File: config.mk
export PLATFORM = sky130hd
export DESIGN_NAME = dir_home_ctrl
export DESIGN_NICKNAME = d
export VERILOG_FILES = /design/src/rtl/dir_home_pkg.sv /design/src/rtl/dir_table.sv /design/src/rtl/dir_inv_tracker.sv /design/src/rtl/dir_home_ctrl.sv
export SDC_FILE = /design/constraint.sdc
export NUM_CORES = 1
export LEC_CHECK = 0
export BUFFER_PORTS_ARGS = -buffer_cell sky130_fd_sc_hd__buf_4
export CAP_MARGIN = 20
export CORE_MARGIN = 2
export CORE_UTILIZATION = 50
export DETAILED_ROUTE_END_ITERATION = 10
export PLACE_DENSITY = 0.76
export SLEW_MARGIN = 5
export SYNTH_ARGS = -nofsm -noshare
export SYNTH_HDL_FRONTEND = slang
export SYNTH_SLANG_ARGS = --single-unit
export TNS_END_PERCENT = 1
File: constraint.sdc
create_clock -name clk -period 3.35 [get_ports clk]
set_input_delay 0.1675 -clock clk [delete_from_list [all_inputs] [get_ports clk]]
set_output_delay 0.1675 -clock clk [all_outputs]
set_load 0.01 [all_outputs]
File: src/rtl/dir_home_pkg.sv
package dir_home_pkg;

    typedef enum logic [1:0] {
        LN_UNCACHED = 2'd0,
        LN_SHARED   = 2'd1,
        LN_MODIFIED = 2'd2
    } line_state_e;

    typedef enum logic [2:0] {
        RQ_READ        = 3'd0,
        RQ_WRITE       = 3'd1,
        RQ_WBACK       = 3'd2,
        RQ_INV_ACK     = 3'd3,
        RQ_RECALL_DATA = 3'd4,
        RQ_FWD_DONE    = 3'd5
    } req_kind_e;

    typedef enum logic [2:0] {
        MS_NONE        = 3'd0,
        MS_READ_DATA   = 3'd1,
        MS_WRITE_GRANT = 3'd2,
        MS_WBACK_ACK   = 3'd3,
        MS_INVAL       = 3'd4,
        MS_RECALL      = 3'd5,
        MS_FWD_READ    = 3'd6
    } msg_kind_e;

    typedef enum logic [1:0] {
        HC_IDLE  = 2'd0,
        HC_INVAL = 2'd1,
        HC_OWNER = 2'd2
    } home_phase_e;

    localparam int unsigned MASK_MAX = 32;

    function automatic int unsigned ones_in(input logic [MASK_MAX-1:0] v);
        int unsigned n = 0;
        for (int i = 0; i < MASK_MAX; i++) n += int'(v[i]);
        return n;
    endfunction

    function automatic logic is_ack(input req_kind_e k);
        return (k == RQ_INV_ACK) || (k == RQ_RECALL_DATA) || (k == RQ_FWD_DONE);
    endfunction

endpackage

File: src/rtl/dir_table.sv
module dir_table
    import dir_home_pkg::*;
#(
    parameter int unsigned N_CORES = 4,
    parameter int unsigned N_LINES = 8,
    localparam int unsigned CW = (N_CORES > 1) ? $clog2(N_CORES) : 1,
    localparam int unsigned LW = (N_LINES > 1) ? $clog2(N_LINES) : 1
) (
    input  logic               clk,
    input  logic               rst,
    input  logic [LW-1:0]      rd_idx,
    output line_state_e        rd_st,
    output logic [CW-1:0]      rd_own,
    output logic [N_CORES-1:0] rd_shr,
    input  logic               wr_en,
    input  logic [LW-1:0]      wr_idx,
    input  line_state_e        wr_st,
    input  logic [CW-1:0]      wr_own,
    input  logic [N_CORES-1:0] wr_shr
);

    line_state_e        st_q  [N_LINES];
    logic [CW-1:0]      own_q [N_LINES];
    logic [N_CORES-1:0] shr_q [N_LINES];

    always_ff @(posedge clk) begin
        if (rst) begin
            for (int i = 0; i < N_LINES; i++) begin
                st_q[i]  <= LN_UNCACHED;
                own_q[i] <= '0;
                shr_q[i] <= '0;
            end
        end else if (wr_en) begin
            st_q[wr_idx]  <= wr_st;
            own_q[wr_idx] <= wr_own;
            shr_q[wr_idx] <= wr_shr;
        end
    end

    assign rd_st  = st_q[rd_idx];
    assign rd_own = own_q[rd_idx];
    assign rd_shr = shr_q[rd_idx];


    mod_no_sharers_chk: assert property (@(posedge clk) disable iff (rst)
        (wr_en && wr_st == LN_MODIFIED) |-> (wr_shr == '0));


    shared_nonempty_chk: assert property (@(posedge clk) disable iff (rst)
        (wr_en && wr_st == LN_SHARED) |-> (wr_shr != '0));

endmodule

File: src/rtl/dir_inv_tracker.sv
module dir_inv_tracker #(
    parameter int unsigned N_CORES = 4,
    localparam int unsigned CW = (N_CORES > 1) ? $clog2(N_CORES) : 1,
    localparam int unsigned NW = $clog2(N_CORES + 1)
) (
    input  logic               clk,
    input  logic               rst,
    input  logic               load,
    input  logic [N_CORES-1:0] load_mask,
    input  logic [NW-1:0]      load_cnt,
    input  logic               issue,
    input  logic               ack,
    output logic [CW-1:0]      tgt,
    output logic               mask_any,
    output logic               cnt_zero
);

    logic [N_CORES-1:0] mask_q;
    logic [NW-1:0]      cnt_q;

    always_comb begin
        tgt = '0;
        for (int i = N_CORES - 1; i >= 0; i--) begin
            if (mask_q[i]) tgt = CW'(i);
        end
    end

    always_ff @(posedge clk) begin
        if (rst) begin
            mask_q <= '0;
            cnt_q  <= '0;
        end else if (load) begin
            mask_q <= load_mask;
            cnt_q  <= load_cnt;
        end else begin
            if (issue) mask_q[tgt] <= 1'b0;
            if (ack && cnt_q != '0) cnt_q <= cnt_q - 1'b1;
        end
    end

    assign mask_any = (mask_q != '0);
    assign cnt_zero = (cnt_q == '0);


    ack_bound_chk: assert property (@(posedge clk) disable iff (rst)
        mask_any |-> (32'(cnt_q) >= 32'($countones(mask_q))));


    load_nonzero_chk: assert property (@(posedge clk) disable iff (rst)
        load |-> (load_cnt != '0 && load_mask != '0));

endmodule

File: src/rtl/dir_home_ctrl.sv
module dir_home_ctrl
    import dir_home_pkg::*;
#(
    parameter int unsigned N_CORES = 4,
    parameter int unsigned N_LINES = 8,
    localparam int unsigned CW = (N_CORES > 1) ? $clog2(N_CORES) : 1,
    localparam int unsigned LW = (N_LINES > 1) ? $clog2(N_LINES) : 1,
    localparam int unsigned NW = $clog2(N_CORES + 1)
) (
    input  logic          clk,
    input  logic          rst,
    input  logic          three_hop,
    input  logic          req_valid,
    output logic          req_ready,
    input  logic [2:0]    req_kind,
    input  logic [CW-1:0] req_src,
    input  logic [LW-1:0] req_line,
    output logic          rsp_valid,
    output logic [2:0]    rsp_kind,
    output logic [CW-1:0] rsp_dst,
    output logic [LW-1:0] rsp_line
);

    home_phase_e phase_q, phase_d;
    logic [LW-1:0] line_q, line_d;
    logic [CW-1:0] req_q, req_d, own_q, own_d;
    logic          fwd_q, fwd_d;

    line_state_e        rd_st, wr_st;
    logic [CW-1:0]      rd_own, wr_own;
    logic [N_CORES-1:0] rd_shr, wr_shr;
    logic               wr_en;

    logic               t_load, t_issue, t_ack, mask_any, cnt_zero;
    logic [N_CORES-1:0] t_mask;
    logic [NW-1:0]      t_cnt;
    logic [CW-1:0]      tgt;

    logic          msg_v;
    msg_kind_e     msg_k;
    logic [CW-1:0] msg_dst;
    logic [LW-1:0] msg_line;

    req_kind_e          kind;
    logic               take;
    logic [N_CORES-1:0] src_bit, others;

    assign kind    = req_kind_e'(req_kind);
    assign src_bit = N_CORES'(1) << req_src;
    assign others  = rd_shr & ~src_bit;
    assign take    = req_valid && req_ready;

    dir_table #(.N_CORES(N_CORES), .N_LINES(N_LINES)) u_table (
        .clk(clk), .rst(rst),
        .rd_idx(req_line), .rd_st(rd_st), .rd_own(rd_own), .rd_shr(rd_shr),
        .wr_en(wr_en), .wr_idx(phase_q == HC_IDLE ? req_line : line_q),
        .wr_st(wr_st), .wr_own(wr_own), .wr_shr(wr_shr)
    );

    dir_inv_tracker #(.N_CORES(N_CORES)) u_track (
        .clk(clk), .rst(rst),
        .load(t_load), .load_mask(t_mask), .load_cnt(t_cnt),
        .issue(t_issue), .ack(t_ack),
        .tgt(tgt), .mask_any(mask_any), .cnt_zero(cnt_zero)
    );

    always_comb begin
        unique case (phase_q)
            HC_IDLE:  req_ready = 1'b1;
            HC_INVAL: req_ready = is_ack(kind);
            HC_OWNER: req_ready = is_ack(kind) ||
                                  (kind == RQ_WBACK && req_src == own_q && req_line == line_q);
            default:  req_ready = 1'b0;
        endcase
    end

    always_comb begin
        phase_d = phase_q; line_d = line_q; req_d = req_q; own_d = own_q; fwd_d = fwd_q;
        wr_en = 1'b0; wr_st = LN_UNCACHED; wr_own = '0; wr_shr = '0;
        t_load = 1'b0; t_mask = '0; t_cnt = '0; t_issue = 1'b0; t_ack = 1'b0;
        msg_v = 1'b0; msg_k = MS_NONE; msg_dst = '0; msg_line = req_line;
        unique case (phase_q)
            HC_IDLE: if (take) begin
                line_d = req_line;
                req_d  = req_src;
                case (kind)
                    RQ_READ: begin
                        if (rd_st == LN_MODIFIED && rd_own != req_src) begin
                            own_d   = rd_own;
                            fwd_d   = three_hop;
                            msg_v   = 1'b1;
                            msg_k   = three_hop ? MS_FWD_READ : MS_RECALL;
                            msg_dst = rd_own;
                            phase_d = HC_OWNER;
                        end else begin
                            msg_v   = 1'b1;
                            msg_k   = MS_READ_DATA;
                            msg_dst = req_src;
                            if (rd_st != LN_MODIFIED) begin
                                wr_en  = 1'b1;
                                wr_st  = LN_SHARED;
                                wr_shr = rd_shr | src_bit;
                            end
                        end
                    end
                    RQ_WRITE: begin
                        if (rd_st == LN_UNCACHED ||
                            (rd_st == LN_MODIFIED && rd_own == req_src) ||
                            (rd_st == LN_SHARED && others == '0)) begin
                            msg_v   = 1'b1;
                            msg_k   = MS_WRITE_GRANT;
                            msg_dst = req_src;
                            wr_en   = 1'b1;
                            wr_st   = LN_MODIFIED;
                            wr_own  = req_src;
                        end else begin
                            t_load  = 1'b1;
                            if (rd_st == LN_MODIFIED) begin
                                t_mask = N_CORES'(1) << rd_own;
                                t_cnt  = NW'(1);
                            end else begin
                                t_mask = others;
                                t_cnt  = NW'(ones_in(MASK_MAX'(others)));
                            end
                            phase_d = HC_INVAL;
                        end
                    end
                    RQ_WBACK: begin
                        if (rd_st == LN_MODIFIED && rd_own == req_src) begin
                            wr_en   = 1'b1;
                            wr_st   = LN_UNCACHED;
                            msg_v   = 1'b1;
                            msg_k   = MS_WBACK_ACK;
                            msg_dst = req_src;
                        end
                    end
                    default: ;
                endcase
            end
            HC_INVAL: begin
                t_ack    = take && kind == RQ_INV_ACK && req_line == line_q;
                msg_line = line_q;
                if (mask_any) begin
                    msg_v   = 1'b1;
                    msg_k   = MS_INVAL;
                    msg_dst = tgt;
                    t_issue = 1'b1;
                end else if (cnt_zero) begin
                    msg_v   = 1'b1;
                    msg_k   = MS_WRITE_GRANT;
                    msg_dst = req_q;
                    wr_en   = 1'b1;
                    wr_st   = LN_MODIFIED;
                    wr_own  = req_q;
                    phase_d = HC_IDLE;
                end
            end
            HC_OWNER: begin
                msg_line = line_q;
                if (take && req_line == line_q && req_src == own_q) begin
                    if (kind == (fwd_q ? RQ_FWD_DONE : RQ_RECALL_DATA)) begin
                        wr_en   = 1'b1;
                        wr_st   = LN_SHARED;
                        wr_shr  = (N_CORES'(1) << own_q) | (N_CORES'(1) << req_q);
                        msg_v   = !fwd_q;
                        msg_k   = MS_READ_DATA;
                        msg_dst = req_q;
                        phase_d = HC_IDLE;
                    end else if (kind == RQ_WBACK) begin
                        wr_en   = 1'b1;
                        wr_st   = LN_SHARED;
                        wr_shr  = N_CORES'(1) << req_q;
                        msg_v   = 1'b1;
                        msg_k   = MS_READ_DATA;
                        msg_dst = req_q;
                        phase_d = HC_IDLE;
                    end
                end
            end
            default: phase_d = HC_IDLE;
        endcase
    end

    always_ff @(posedge clk) begin
        if (rst) begin
            phase_q   <= HC_IDLE;
            line_q    <= '0;
            req_q     <= '0;
            own_q     <= '0;
            fwd_q     <= 1'b0;
            rsp_valid <= 1'b0;
            rsp_kind  <= 3'(MS_NONE);
            rsp_dst   <= '0;
            rsp_line  <= '0;
        end else begin
            phase_q   <= phase_d;
            line_q    <= line_d;
            req_q     <= req_d;
            own_q     <= own_d;
            fwd_q     <= fwd_d;
            rsp_valid <= msg_v;
            rsp_kind  <= 3'(msg_k);
            rsp_dst   <= msg_dst;
            rsp_line  <= msg_line;
        end
    end


    stall_chk: assert property (@(posedge clk) disable iff (rst)
        (take && phase_q != HC_IDLE) |-> (kind != RQ_READ && kind != RQ_WRITE));


    grant_after_acks_chk: assert property (@(posedge clk) disable iff (rst)
        (rsp_valid && rsp_kind == 3'(MS_WRITE_GRANT) && $past(phase_q) == HC_INVAL)
        |-> $past(cnt_zero));


    inval_target_chk: assert property (@(posedge clk) disable iff (rst)
        (rsp_valid && rsp_kind == 3'(MS_INVAL)) |-> (rsp_dst != req_q && phase_q == HC_INVAL));


    owner_target_chk: assert property (@(posedge clk) disable iff (rst)
        (rsp_valid && (rsp_kind == 3'(MS_FWD_READ) || rsp_kind == 3'(MS_RECALL)))
        |-> (rsp_dst == own_q && phase_q == HC_OWNER));

endmodule

==> results of run 1 <==
[worst max-delay path, cell delays in order (launching register included)]
cell and delay [ns]:
edfxtp_1 0.38, mux4_2 0.48, mux2_2 0.33, xnor2_2 0.22, nand3_2 0.16, o2111ai_4 0.32, or4b_1 0.51, nand2b_1 0.33
[final cells by class]
class / instances / share of cell area [%]
Multi-Input combinational cell: 340 / 41.75
Inverter: 15 / 1.013
Tap cell: 133 / 2.993
Timing Repair Buffer: 49 / 6.617
Sequential cell: 90 / 43.93
Clock buffer: 9 / 2.228
Clock inverter: 7 / 1.463
[per-layer routing]
metal  vias up  part of all wire [%]  global-route usage [%]
li1       1787                     -                       -
met1      1829                    42                   30.90
met2       164                    49                   39.81
met3        36                   6.6                   4.973
met4         0                   3.0                   8.907
met5         -                     0                       0
[cell usage in the layout, fill, tap and decap left out, types with 3 or more instances in the layout]
| cell type | count |
|---|---|
| nor2_1 | 91 |
| edfxtp_1 | 64 |
| buf_4 | 49 |
| nand2_1 | 28 |
| dfxtp_1 | 26 |
| a21oi_1 | 23 |
| mux2i_1 | 21 |
| nand2b_1 | 20 |
| inv_1 | 14 |
| nand3_1 | 13 |
| mux4_2 | 13 |
| o21ai_0 | 12 |
| nor3_1 | 10 |
| ha_1 | 9 |
| clkbuf_8 | 9 |
| a211oi_1 | 8 |
| mux2_2 | 8 |
| nor2b_1 | 7 |
| nand4_1 | 7 |
| or3_1 | 6 |
| a31oi_1 | 6 |
| and3_1 | 6 |
| xor2_1 | 6 |
| nor3b_1 | 4 |
| or2_2 | 3 |
| o32ai_1 | 3 |
[sequential cells by signal, summed over array words and instances, names as in the netlist]
| name | count |
|---|---|
| u_table.own_q | 16 |
| u_track.cnt_q | 3 |
| u_track.mask_q | 4 |
| rsp_line | 3 |
| fwd_q | 1 |
| rsp_valid | 1 |
| rsp_kind | 3 |
| rsp_dst | 2 |
| u_table.st_q | 16 |
| phase_q | 2 |
| own_q | 2 |
| u_table.shr_q | 32 |
| req_q | 2 |
| line_q | 3 |
[worst paths after layout]
kind,depth (start not counted),to,from
worst min-delay path,3,fwd_q$_SDFFE_PP0P_,three_hop
worst min register to register,2,line_q[2]$_SDFFE_PP0P_,line_q[2]$_SDFFE_PP0P_
worst max-delay path,7,u_table.st_q[2][1]$_SDFFCE_PN0P_,u_table.own_q[7][1]$_SDFFCE_PN0P_
worst max register to register,7,u_table.st_q[2][1]$_SDFFCE_PN0P_,u_table.own_q[7][1]$_SDFFCE_PN0P_
[power by group]
group	switching, W	internal (W)	leakage [nW]	total, W
registers	0.0000264	0.00123	0.872	0.00126
clock network	0.000456	0.000298	0.103	0.000754
logic	0.000240	0.000164	1.03	0.000404
total	0.000722	0.00169	2.01	0.00241
[kinds of logic after synthesis]
family	after synthesis	synth area share, %
and+or+nand+nor	204	19.71
adders and majority gates	10	2.692
DFF	90	49.58
xor gates and xnor gates	9	1.905
buffers and inverters	39	3.302
AOI/OAI and AO/OA	74	10.31
muxes	43	12.50
[through the flow]
step                cells  total power (W)  area [µm²]
floorplan             469         0.001554        4926
global placement      627         0.001665        5354
detailed placement    627         0.001680        5354
CTS                   643         0.002416        5559
global route          643         0.002515        5559
finish                643         0.002414        5559
==> flow_metrics.py, run 1 <==
metrics = {
    "place": {
        "io_buffers": 21,
        "place_ws_ns": 0.1212,
        "gp_congestion": 0.8976,
        "hpwl_um": 8585,
    },
    "clocking": {
        "cts_setup_buffers": 0,
        "post_cts_resized": 0,
        "clock-root-buffer": "clkbuf_8",
        "numCtsBuffers": 9,
        "max-clock-path-buffers": 2,
        "clk_pin_slew_ns": 0.10,
        "clkLatencyLatePin_ns": 0.37,
        "cts_sinks": 90,
        "cts.htree.levels": 3,
        "postCtsHoldBufs": 0,
        "cts_tree": "built",
    },
    "logic_synthesis": {
        "postSynthCellCount": 469,
        "synthesis.area_um2": 4926,
        "synth_fp_nets": 491,
        "ys_warn_count": 0,
        "synthMostInstantiatedCell": "nor2_1",
        "synth_top_area_share_pct": 39.01,
        "synth_area_leaders": "edfxtp_1 (39%), dfxtp_1 (11%), nor2_1 (6.9%)",
        "ys_seq_elements": 90,
        "ys_seq_area_share_pct": 49.58,
        "synthFlopType": "edfxtp_1",
        "synth_edf_count": 64,
        "synth_async_sr_flop_share_pct": 0,
        "synth.avg_cell_area_um2": 10.50,
        "yosysTopAreaCell": "edfxtp_1",
        "netlist_top_cells_count": "nor2_1 (91), edfxtp_1 (64), nand2_1 (28), dfxtp_1 (26), a21oi_1 (23)",
        "synthDistinctLibCells": 56,
    },
    "critical_path": {
        "worst-path-max-fanout": 8,
        "critical_path.endpoint_type": "register",
        "start_kind": "register",
        "worst_ep_required_time_ns": 3.37,
        "crit_arrival_ns": 3.09,
        "worstSetupPathType": "reg -> reg",
        "rrSetupSlack_ns": 0.28,
    },
    "global_routing": {
        "track_usage_pct": 23.85,
        "grt.overflow.total": 0,
        "grt_max_degree": 33,
        "grt_pass1_wl_um": 19050,
        "antenna_found_initial": 0,
        "grt_pass1_vias": 3715,
    },
    "sta": {
        "fin_tns_setup_ns": 0,
        "maxSlewViolCount": 0,
        "slew_headroom_pct": 61.34,
        "worst_pin_slew_ns": 0.5750,
        "setup_ws_ns": 0.2814,
        "fin_worst_skew_ns": 0.01984,
        "fmax_mhz": 325.9,
        "rsz0062_at_grt": "no",
        "whs_ns": 0.08135,
        "fin_crit_ns": 3.069,
        "period_share_pct": 91.60,
        "finalHoldViolCount": 0,
        "setup_violations": 0,
    },
    "floorplan": {
        "core-area_um2": 9684,
        "start_util_pct": 50.87,
        "io_pins": 22,
        "die_h_um": 103.3,
        "row_count": 36,
        "die_area_um2": 10660,
        "die_x_um": 103.3,
    },
    "flow_run": {
        "max_cap_viol_count": 0,
    },
    "layout": {
        "seqCellArea_um2": 2442,
        "syn_to_final_growth_pct": 12.85,
        "drive_above_1_share_pct": 19.22,
        "finalNetCount": 527,
        "final_core_util_pct": 57.40,
        "multi_input_area_um2": 2321,
        "fill_cells": 815,
        "diodes": 0,
    },
    "detailed_routing": {
        "drtIter0Drc": 314,
        "routed_via_density": 5.935,
        "detail-route-antenna-nets": 0,
        "avgRoutedWirePerCell_um": 18.01,
        "routed_wl_um": 11580,
        "route.detailed.drc": 0,
        "firstDrtPassIters": 6,
        "vias": 3816,
    },
    "status": {
        "status": "complete, no violations",
    },
    "pwr": {
        "power.leakage_nw": 2.006,
        "power_density_nw_per_um2": 434.2,
        "vdd_ir_drop_max_uv": 261.0,
    },
    "hold_path": {
        "hold_class": "in -> reg",
    },
}
Note: power is estimated with default switching activity, not from simulation.
==> run 2: changes to the inputs <==
--- a/config.mk
+++ b/config.mk
@@ -8,9 +8,9 @@
 export BUFFER_PORTS_ARGS = -buffer_cell sky130_fd_sc_hd__buf_4
 export CAP_MARGIN = 20
 export CORE_MARGIN = 2
-export CORE_UTILIZATION = 50
+export CORE_UTILIZATION = 54
 export DETAILED_ROUTE_END_ITERATION = 10
-export PLACE_DENSITY = 0.76
+export PLACE_DENSITY = 0.8
 export SLEW_MARGIN = 5
 export SYNTH_ARGS = -nofsm -noshare
 export SYNTH_HDL_FRONTEND = slang
==> run 2 against run 1 <==
Critical path depth unchanged; sequential power barely moved; power decreased by 0.34%; critical endpoint is now u_table.shr_q[1][2]$_SDFFCE_PN0P_; largest cell class unchanged; highest routed layer unchanged.
==> flow_metrics.py, run 2 (synthesized netlist as in run 1, its figures left out) <==
metrics = {
    "status": {
        "status": "complete, no violations",
    },
    "layout": {
        "top_regs": "u_table.shr_q x32, u_table.own_q x16, u_table.st_q x16",
        "final_cell_mix": "nor2_1 (91), edfxtp_1 (64), buf_4 (47)",
        "syn_to_final_growth_pct": 11.86,
        "seqCellArea_um2": 2442,
        "finalNonFillerCells": 616,
        "diodes": 0,
        "top_register": "u_table.shr_q",
        "multi_input_area_um2": 2321,
        "layout_commonest_cell": "nor2_1",
        "largest_register_ffs": 32,
        "fill_cells": 693,
        "drive_above_1_share_pct": 18.90,
        "finalNetCount": 525,
    },
    "sta": {
        "rsz0062_at_grt": "no",
        "slew_headroom_pct": 55.64,
        "fin_worst_skew_ns": 0.01243,
        "fin_crit_ns": 3.110,
        "setup_violations": 0,
        "maxSlewViolCount": 0,
        "period_share_pct": 92.85,
        "worst_pin_slew_ns": 0.6610,
        "fmax_mhz": 321.5,
        "finalHoldViolCount": 0,
        "fin_tns_setup_ns": 0,
    },
    "pwr": {
        "p_switching_w": 0.0007197,
        "p_int_w": 0.001686,
        "power_density_nw_per_um2": 436.5,
        "vdd_ir_drop_max_uv": 339.1,
        "p_seq_share_pct": 52.2,
        "power.leakage_nw": 1.993,
        "combPwrFrac_pct": 16.7,
        "power_frac_clock_pct": 31.1,
        "p_sw_share_pct": 29.92,
    },
    "critical_path": {
        "critical_path.endpoint_type": "register",
        "crit_arrival_ns": 3.15,
        "rrSetupSlack_ns": 0.24,
        "cp_cell_sequence": "mux4_2 > mux2_2 > xnor2_2 > nand3_2 > o2111ai_4 > or4b_1 > nand2b_1",
        "reg2reg_to": "u_table.shr_q[1][2]$_SDFFCE_PN0P_",
        "start_kind": "register",
        "worstSetupPathType": "reg -> reg",
        "worst_ep_required_time_ns": 3.39,
        "worstRegToRegCells": 7,
        "worst-path-max-fanout": 8,
        "slowest_delay_ns": 0.49,
        "reg2reg_from": "u_table.own_q[1][1]$_SDFFCE_PN0P_",
        "cpMaxStageDelayCell": "or4b_1",
    },
    "floorplan": {
        "row_count": 34,
        "core-area_um2": 8763,
        "die_x_um": 99.51,
        "io_pins": 22,
        "die_area_um2": 9902,
        "start_util_pct": 56.21,
        "die_h_um": 99.51,
    },
    "flow_run": {
        "max_cap_viol_count": 0,
    },
    "clocking": {
        "clkLatencyLatePin_ns": 0.37,
        "clock-root-buffer": "clkbuf_8",
        "cts_tree": "built",
        "cts.htree.levels": 3,
        "clk_pin_slew_ns": 0.10,
        "cts_setup_buffers": 0,
        "postCtsHoldBufs": 0,
        "cts_sinks": 90,
        "numCtsBuffers": 9,
        "max-clock-path-buffers": 2,
        "post_cts_resized": 0,
    },
    "global_routing": {
        "antenna_found_initial": 0,
        "grt_pass1_wl_um": 18720,
        "grt_max_degree": 33,
        "track_usage_pct": 24.58,
        "grt.overflow.total": 0,
        "grt_pass1_vias": 3661,
    },
    "detailed_routing": {
        "route.detailed.drc": 0,
        "routed_via_density": 6.205,
        "firstDrtPassIters": 5,
        "routed_wl_um": 11620,
        "drtIter0Drc": 418,
        "vias": 3822,
        "detail-route-antenna-nets": 0,
        "avgRoutedWirePerCell_um": 18.86,
    },
    "place": {
        "placed_cells": 600,
        "gp_congestion": 0.9399,
        "io_buffers": 21,
        "hpwl_um": 8510,
    },
    "hold_path": {
        "hold_class": "in -> reg",
        "hold_depth": 3,
        "hold_path.startpoint": "three_hop",
        "min_to": "fwd_q$_SDFFE_PP0P_",
    },
}
-- run 2: power by group through the flow --
stage / clock network [W] / logic [W] / registers (W)
after floorplan: 0 / 0.000281 / 0.00127
after global placement: 0 / 0.000386 / 0.00128
after detailed placement: 0 / 0.000397 / 0.00128
after CTS: 0.000746 / 0.000399 / 0.00126
after global routing: 0.000795 / 0.000439 / 0.00126
final: 0.000748 / 0.000402 / 0.00126
-- run 2: through the flow --
step / instance area (µm²) / power, W / worst slack, ns / util, % / hold WS, ns
after global placement: 5308 / 0.001665 / 0.1949 / 60.57 / 0.4299
final: 5510 / 0.002406 / 0.2396 / 62.88 / 0.06726
after CTS: 5510 / 0.002400 / 0.2495 / 62.88 / 0.06688
after detailed placement: 5308 / 0.001677 / 0.06503 / 60.57 / 0.4439
after floorplan: 4926 / 0.001554 / 0.1354 / - / 0.3147
after global routing: 5510 / 0.002494 / 0.1459 / 62.88 / 0.09829
-- run 2: final cells by class --
cell class / instances / share of cell area, %
inverter: 15 / 1.022
clock buffer: 9 / 2.248
sequential: 90 / 44.32
timing repair buffer: 47 / 6.403
clock inverter: 7 / 1.431
multi-input combinational: 340 / 42.12
tap: 108 / 2.452
-- run 2: critical path: cells and delay by family (launching register included) --
| family | cells | cell delay (ns) |
|---|---|---|
| and+or+nand+nor | 3 | 0.99 |
| muxes | 2 | 0.79 |
| AOI/OAI and AO/OA | 1 | 0.34 |
| xor gates and xnor gates | 1 | 0.24 |
| DFF | 1 | 0.41 |
-- run 2: layer usage --
metal | wire [µm] | vias up | global-route usage, %
li1 | - | 1776 | -
met1 | 4736 | 1843 | 32.72
met2 | 5775 | 173 | 40.90
met3 | 772 | 30 | 4.006
met4 | 333 | 0 | 9.062
met5 | 0 | - | 0
-- run 2: worst max-delay path by stage --
| stage | start | slack [ns] | endpoint |
|---|---|---|---|
| floorplan | req_line[0] | 0.14 | u_table.own_q[1][0]$_SDFFCE_PN0P_ |
| global placement | req_line[0] | 0.19 | u_table.shr_q[2][3]$_SDFFCE_PN0P_ |
| detailed placement | req_line[0] | 0.07 | u_table.shr_q[1][2]$_SDFFCE_PN0P_ |
| CTS | u_table.own_q[1][1]$_SDFFCE_PN0P_ | 0.25 | u_table.st_q[2][0]$_SDFFCE_PN0P_ |
| global route | u_table.own_q[1][1]$_SDFFCE_PN0P_ | 0.15 | u_table.st_q[2][0]$_SDFFCE_PN0P_ |
| finish | u_table.own_q[1][1]$_SDFFCE_PN0P_ | 0.24 | u_table.shr_q[1][2]$_SDFFCE_PN0P_ |
==> run 3: changes to the inputs <==
--- a/config.mk
+++ b/config.mk
@@ -10,6 +10,7 @@
 export CORE_MARGIN = 2
 export CORE_UTILIZATION = 54
 export DETAILED_ROUTE_END_ITERATION = 10
+export MAX_ROUTING_LAYER = met4
 export PLACE_DENSITY = 0.8
 export SLEW_MARGIN = 5
 export SYNTH_ARGS = -nofsm -noshare
==> run 3 against run 2 <==
Flip-flop and latch count unchanged; critical path type unchanged; first-iteration DRC count decreased by 16%; non-clock buffer count unchanged; routed wire length increased by 2.7%; setup slack got worse by 0.014 ns; cell area unchanged; clock skew increased by 0.0028 ns; critical path depth unchanged; power increased by 0.63%.
==> flow_metrics.py, run 3 (synthesized netlist as in run 1, its figures left out) <==
metrics = {
    "status": {
        "status": "complete, no violations",
    },
    "floorplan": {
        "die_h_um": 99.51,
        "row_count": 34,
        "die_area_um2": 9902,
        "die_x_um": 99.51,
        "io_pins": 22,
        "start_util_pct": 56.21,
        "core-area_um2": 8763,
    },
    "detailed_routing": {
        "routed_via_density": 6.310,
        "firstDrtPassIters": 5,
        "avgRoutedWirePerCell_um": 19.36,
        "route.detailed.drc": 0,
        "vias": 3887,
        "detail-route-antenna-nets": 0,
        "drtIter0Drc": 353,
        "routed_wl_um": 11930,
    },
    "layout": {
        "finalNetCount": 525,
        "drive_above_1_share_pct": 18.90,
        "largest_register_ffs": 32,
        "diodes": 0,
        "layout_commonest_cell": "nor2_1",
        "syn_to_final_growth_pct": 11.86,
        "top_register": "u_table.shr_q",
        "top_regs": "u_table.shr_q x32, u_table.own_q x16, u_table.st_q x16",
        "final_cell_mix": "nor2_1 (91), edfxtp_1 (64), buf_4 (47)",
        "final_core_util_pct": 62.88,
    },
    "hold_path": {
        "hold_class": "in -> reg",
        "hold_path.startpoint": "three_hop",
        "hold_depth": 3,
        "min_to": "fwd_q$_SDFFE_PP0P_",
    },
    "clocking": {
        "numCtsBuffers": 9,
        "cts.htree.levels": 3,
        "clock-root-buffer": "clkbuf_8",
        "clk_pin_slew_ns": 0.10,
        "cts_tree": "built",
        "cts_setup_buffers": 0,
        "postCtsHoldBufs": 0,
        "max-clock-path-buffers": 2,
        "clkLatencyLatePin_ns": 0.38,
        "cts_sinks": 90,
        "post_cts_resized": 0,
    },
    "critical_path": {
        "worst-path-max-fanout": 8,
        "reg2reg_from": "u_table.own_q[2][1]$_SDFFCE_PN0P_",
        "crit_arrival_ns": 3.17,
        "critical_path.endpoint_type": "register",
        "worst_ep_required_time_ns": 3.39,
        "worstRegToRegCells": 7,
        "reg2reg_to": "u_table.st_q[1][1]$_SDFFCE_PN0P_",
        "start_kind": "register",
        "worstSetupPathType": "reg -> reg",
        "rrSetupSlack_ns": 0.23,
    },
    "sta": {
        "fin_crit_ns": 3.125,
        "maxSlewViolCount": 0,
        "rsz0062_at_grt": "no",
        "finalHoldViolCount": 0,
        "period_share_pct": 93.28,
        "worst_pin_slew_ns": 0.6949,
        "fin_tns_setup_ns": 0,
        "slew_headroom_pct": 53.36,
        "fmax_mhz": 320.0,
        "fin_worst_skew_ns": 0.01526,
        "setup_violations": 0,
    },
    "place": {
        "hpwl_um": 8486,
        "io_buffers": 21,
        "gp_congestion": 0.9570,
    },
    "global_routing": {
        "grt.overflow.total": 0,
        "grt_max_degree": 33,
        "grt_pass1_vias": 3841,
        "grt_pass1_wl_um": 19290,
        "track_usage_pct": 26.16,
        "antenna_found_initial": 0,
    },
    "pwr": {
        "power_density_nw_per_um2": 439.3,
        "power.leakage_nw": 1.993,
        "vdd_ir_drop_max_uv": 285.5,
    },
    "flow_run": {
        "max_cap_viol_count": 0,
    },
}
## run 3: cell count changes in the layout (fill, tap and decap cells not counted), sizes merged
cell,before,now
clkinv,4,3
inv,18,19
## run 3: stage by stage
stage	hold WS (ns)	total power, W	area [µm²]	cells	setup WS (ns)
finish	0.05975	0.002421	5510	616	0.2251
global route	0.05102	0.002513	5510	616	0.1138
CTS	0.05185	0.002419	5510	616	0.2537
detailed placement	0.4482	0.001677	5308	600	0.07245
global placement	0.4297	0.001665	5308	600	0.1957
floorplan	0.3147	0.001554	4926	469	0.1354
## run 3: layer usage
| layer | GRT usage (%) | wire [µm] |
|---|---|---|
| met2 | 42.20 | 5809 |
| met4 | 10.75 | 403 |
| met5 | - | 0 |
| met1 | 32.43 | 4801 |
| met3 | 5.341 | 910 |
## run 3: worst max-delay path by stage
stage,cells after the start,slack (ns),start,end
CTS,7,0.25,u_table.own_q[7][1]$_SDFFCE_PN0P_,u_table.own_q[2][0]$_SDFFCE_PN0P_
detailed placement,8,0.07,req_line[0],u_table.own_q[2][0]$_SDFFCE_PN0P_
floorplan,12,0.14,req_line[0],u_table.own_q[1][0]$_SDFFCE_PN0P_
global placement,8,0.20,req_line[0],u_table.shr_q[2][3]$_SDFFCE_PN0P_
global route,7,0.11,u_table.own_q[7][1]$_SDFFCE_PN0P_,u_table.own_q[2][0]$_SDFFCE_PN0P_
finish,7,0.23,u_table.own_q[2][1]$_SDFFCE_PN0P_,u_table.st_q[1][1]$_SDFFCE_PN0P_
## run 3: power by group
group / internal, W / switching, W
combinational: 0.000161 / 0.000243
clock: 0.000297 / 0.000463
sequential: 0.00123 / 0.0000266
## run 3: area by class of cell
type,instances,area [µm²]
Multi-Input combinational cell,340,2321
Clock buffer,9,123.9
Sequential cell,90,2442
Tap cell,108,135.1
Timing Repair Buffer,47,352.8
Fill cell,687,3253
Clock inverter,7,78.83
Inverter,15,56.30
## run 3: worst max-delay path: stages (launching register included)
cell	delay, ns
edfxtp_1	0.40
mux4_2	0.47
mux2_2	0.33
xnor2_2	0.24
nand3_2	0.17
o2111ai_4	0.34
or4b_1	0.51
nand2b_1	0.33
